**src/rtl/pdl_pkg.sv**
```systemverilog
package pdl_pkg;

    localparam int ADDR_W = 6;
    localparam int STEPS  = 1 << ADDR_W;

    typedef logic [ADDR_W-1:0] pdl_code_t;

    typedef enum logic {
        PATH_LIVE   = 1'b0,
        PATH_FORCED = 1'b1
    } pdl_path_e;

    typedef struct packed {
        logic true_o;
        logic comp_o;
    } pdl_out_t;

    // Number of chain stages needed to reach the longest setting.
    function automatic int chain_depth(input int base_dly, input int step_dly);
        return base_dly + (STEPS - 1) * step_dly;
    endfunction

endpackage

```
**src/rtl/pdl_tap_chain.sv**
```systemverilog
module pdl_tap_chain #(
    parameter int DEPTH = 64
) (
    input  logic             clk,
    input  logic             rst,
    input  logic             din,
    output logic [DEPTH-1:0] taps
);

    // Stage 0 takes the input; stage s holds the sample from s edges back.
    always_ff @(posedge clk) begin
        if (rst) taps <= '0;
        else     taps <= {taps[DEPTH-2:0], din};
    end

    AST_CHAIN_ADVANCE: assert property (@(posedge clk) disable iff (rst)
        1'b1 |=> (taps[DEPTH-1:1] == $past(taps[DEPTH-2:0])));

endmodule

```
**src/rtl/pdl_tap_select.sv**
```systemverilog
module pdl_tap_select
    import pdl_pkg::*;
#(
    parameter int BASE_DLY = 1,
    parameter int STEP_DLY = 1,
    parameter int DEPTH    = chain_depth(BASE_DLY, STEP_DLY)
) (
    input  logic             clk,
    input  logic             rst,
    input  pdl_code_t        code,
    input  logic [DEPTH-1:0] taps,
    output logic             picked
);

    localparam int IDX_W = (DEPTH > 1) ? $clog2(DEPTH) : 1;

    logic [IDX_W-1:0] tap_idx;

    // A delay of D cycles reads stage D-1; the code feeds the mux directly.
    always_comb begin
        tap_idx = IDX_W'(BASE_DLY - 1) + IDX_W'(STEP_DLY) * IDX_W'(code);
        picked  = taps[tap_idx];
    end

    AST_MONOTONIC_TAP: assert property (@(posedge clk) disable iff (rst)
        ($past(code) < code) |-> (tap_idx > $past(tap_idx)));

endmodule

```
**src/rtl/pdl_out_stage.sv**
```systemverilog
module pdl_out_stage
    import pdl_pkg::*;
(
    input  logic     clk,
    input  logic     rst,
    input  logic     en_a_n,
    input  logic     en_b_n,
    input  logic     tap_bit,
    output pdl_out_t outs
);

    pdl_path_e path;

    always_comb begin
        path = (en_a_n || en_b_n) ? PATH_FORCED : PATH_LIVE;
        case (path)
            PATH_LIVE:   outs = '{true_o: tap_bit, comp_o: ~tap_bit};
            default:     outs = '{true_o: 1'b0,    comp_o: 1'b1};
        endcase
    end

    AST_COMPLEMENT: assert property (@(posedge clk) disable iff (rst)
        (path == PATH_LIVE) |-> (outs.true_o != outs.comp_o));

endmodule

```
**src/rtl/pdl_delay_line.sv**
```systemverilog
module pdl_delay_line
    import pdl_pkg::*;
#(
    parameter int BASE_DLY = 2,
    parameter int STEP_DLY = 1
) (
    input  logic              clk,
    input  logic              rst,
    input  logic              din,
    input  logic [ADDR_W-1:0] addr,
    input  logic              en_a_n,
    input  logic              en_b_n,
    output logic              dout,
    output logic              dout_n
);

    localparam int DEPTH = chain_depth(BASE_DLY, STEP_DLY);

    logic [DEPTH-1:0] taps;
    logic             picked;
    pdl_out_t         outs;

    pdl_tap_chain #(.DEPTH(DEPTH)) u_chain (
        .clk  (clk),
        .rst  (rst),
        .din  (din),
        .taps (taps)
    );

    pdl_tap_select #(
        .BASE_DLY (BASE_DLY),
        .STEP_DLY (STEP_DLY),
        .DEPTH    (DEPTH)
    ) u_select (
        .clk    (clk),
        .rst    (rst),
        .code   (addr),
        .taps   (taps),
        .picked (picked)
    );

    pdl_out_stage u_out (
        .clk     (clk),
        .rst     (rst),
        .en_a_n  (en_a_n),
        .en_b_n  (en_b_n),
        .tap_bit (picked),
        .outs    (outs)
    );

    assign dout   = outs.true_o;
    assign dout_n = outs.comp_o;

    AST_FORCED_IDLE: assert property (@(posedge clk) disable iff (rst)
        (en_a_n || en_b_n) |-> (!dout && dout_n));

endmodule

```
**config.mk**
```make
export PLATFORM = sky130hd
export DESIGN_NAME = pdl_delay_line
export DESIGN_NICKNAME = d
export VERILOG_FILES = /design/src/rtl/pdl_pkg.sv /design/src/rtl/pdl_tap_chain.sv /design/src/rtl/pdl_tap_select.sv /design/src/rtl/pdl_out_stage.sv /design/src/rtl/pdl_delay_line.sv
export SDC_FILE = /design/constraint.sdc
export NUM_CORES = 1
export LEC_CHECK = 0
export CORE_ASPECT_RATIO = 0.5
export CORE_MARGIN = 1.5
export CORE_UTILIZATION = 40
export DETAILED_ROUTE_END_ITERATION = 8
export GPL_TIMING_DRIVEN = 0
export PLACE_DENSITY = 0.67
export SLEW_MARGIN = 20
export SYNTH_ARGS = -nofsm -noshare
export SYNTH_HDL_FRONTEND = slang
export SYNTH_SLANG_ARGS = --single-unit
```
**constraint.sdc**
```tcl
create_clock -name clk -period 7 [get_ports clk]
set_input_delay 1.4 -clock clk [delete_from_list [all_inputs] [get_ports clk]]
set_output_delay 1.4 -clock clk [all_outputs]
set_load 0.01 [all_outputs]
```
==> metrics.cfg <==
[status]
status=finished clean

[clock_network]
clockBufferDepth=2
htreeDepth=3
cts_setup_buffers=0
cts_root_buffer=clkbuf_16
cts.sinks=65
numCtsBuffers=9
cts_resized=0
path_clk_slew_ps=50
hold_buffers=0
cts_tree=done
clock_latency_ps=330

[synth]
post_synth_inst_count=215
synthDistinctLibCells=39
synth_warnings=0
syn-cell-area_sq_um=2620
synth_fp_nets=227
seq_area_frac_synth_pct=49.6
yosys_register_bits=65
avgSynthCellArea_sq_um=12.2

[pwr]
leakagePower_nw=1.20
power_density_nw_per_um2=276
ir_drop_mv=0.100

[detailed_routing]
routed_via_density=4.70
drt.antenna.violating_nets=0
wl_um=4800
dr.first_iter.drc_count=57
wl_per_cell_um=14.7
vias=1536
firstDrtPassIters=3
post-route-drc-count=0

[timing]
finalCritPeriodShare_pct=81.3
tns_ps=0
setup_violations=0
fmax_mhz=176
worst_pin_slew_ps=502
finalCriticalPeriod_ps=5690
fin_skew_ps=4.37
timing.slew.headroom_pct=66.5
hold_viol=0
drv_slew=0
grt_setup_unrepaired=false

[setup_path]
r2r_end=u_chain.taps[32]$_SDFF_PP0_
cp-end-kind=primary output
reg2regPathDepth=1
rrSetupSlack_ps=6430
crit_path_start_kind=input port
worstPathRequired_ps=5600
critPathArrivalTime_ps=4290
cp_max_fo=10
path_class=in2out
r2r-start=u_chain.taps[31]$_SDFF_PP0_

[layout]
top_register=u_chain.taps
design_area_sq_um=3120
syn_to_final_growth_pct=18.9
final_cell_mix=nor2b_1 (65), dfxtp_1 (65), clkdlybuf4s50_1 (10)
top_regs=u_chain.taps (65)
largest_reg_flops=65
layout-drive-gt1-share_pct=20.9
antennaDiodeCount=0
nets=248
fill_cells=584

[floorplan]
die_w_um=117
die_h_um=60.2
core_sq_um=6210
pin_count=13
dieArea_sq_um=7080
initial_core_util_pct=42.2
rows=20

[placement]
dp_hpwl_um=3220
placed_cell_area_sq_um=2830
place_congestion=0.867
port_buffers=10

[grt]
grt_usage_pct=15.8
grt_max_degree=11
overflow=0
antenna_found_initial=0
grt_pass1_vias=1621
grt_pass1_wl_um=8100

[min_path]
hold_end=u_chain.taps[10]$_SDFF_PP0_
holdPathStages=1
hold_class=reg2reg
hold_start=u_chain.taps[9]$_SDFF_PP0_

[job]
maxCapViolCount=0

layout make-up:
type	instances	area, sq um	area share [%]
Clock inverter	4	45.0	1.45
Clock buffer	10	239	7.67
Sequential cell	65	1300	41.8
Timing Repair Buffer	10	100	3.21
Multi-Input combinational cell	135	1220	39.1
Tap cell	88	110	3.53
Inverter	1	3.75	0.120
Buffer	14	98.8	3.17
synth_stat cells, drive strengths merged:
library cell | number | area share [%]
xnor2 | 3 | 2.0
nand4 | 1 | 0.24
clkbuf | 8 | 1.3
a2bb2oi | 1 | 0.57
inv | 1 | 0.14
nor2 | 4 | 0.57
o41ai | 1 | 0.33
ha | 1 | 0.48
dfxtp | 65 | 50
nor4 | 1 | 0.24
mux2i | 7 | 2.7
o311ai | 4 | 2.3
buf | 5 | 2.0
mux2 | 10 | 4.4
and3 | 2 | 0.48
nand2 | 4 | 0.57
nand3 | 8 | 1.9
nor3 | 1 | 0.19
a31oi | 1 | 0.48
nor2b | 65 | 16
dlymetal6s2s | 1 | 0.48
o22a | 1 | 0.33
o221ai | 1 | 0.57
nor3b | 1 | 0.48
o22ai | 5 | 1.2
xor2 | 3 | 2.0
mux4 | 10 | 8.9
worst max path at each step:
| stage | startpoint | endpoint | slack, ps | cells after the start |
|---|---|---|---|---|
| after floorplan | addr[0] | dout_n | 2590 | 6 |
| after global placement | addr[1] | dout_n | 1280 | 8 |
| after detailed placement | addr[1] | dout_n | 1290 | 8 |
| after CTS | addr[1] | dout_n | 1290 | 8 |
| after global routing | addr[1] | dout_n | 1180 | 8 |
| final | addr[1] | dout_n | 1310 | 8 |
power by group:
group	internal, mW	switching, mW	leakage (nW)
combinational	0.0285	0.0337	0.531
sequential	0.371	0.000367	0.524
clock	0.279	0.149	0.144
total	0.679	0.183	1.20
logic make-up after synthesis:
| family | synth area share (%) |
|---|---|
| xor+xnor | 4.01 |
| flops | 49.6 |
| simple gates | 20.2 |
| mux | 16.0 |
| fa+ha+maj | 0.477 |
| buf+inv | 3.91 |
| compound gates | 5.78 |
critical path, stage by stage:
cell,delay (ps)
clkdlybuf4s50_1,460
ha_1,330
dlymetal6s2s_1,420
mux4_2,400
mux2_2,300
o311ai_4,250
o22a_1,200
clkdlybuf4s50_1,530
per-stage QoR:
stage / util, % / instances / total power [mW] / hold slack [ps] / setup slack (ps)
floorplan: - / 215 / 0.425 / 429 / 2590
global placement: 45.6 / 313 / 0.441 / 436 / 1280
detailed placement: 45.6 / 313 / 0.442 / 446 / 1290
CTS: 50.2 / 327 / 0.869 / 460 / 1290
global route: 50.2 / 327 / 0.893 / 469 / 1180
finish: 50.2 / 327 / 0.861 / 458 / 1310
layer usage:
layer / vias up / wire length [um] / part of all wire, % / track usage [%]
met5: - / 0 / 0 / 0
met3: 4 / 170 / 3.5 / 6.87
met4: 0 / 40 / 0.83 / 6.79
met2: 12 / 2360 / 49 / 26.6
li1: 781 / - / - / -
met1: 739 / 2230 / 46 / 18.1
No activity file was read; power rests on OpenSTA's default activity.
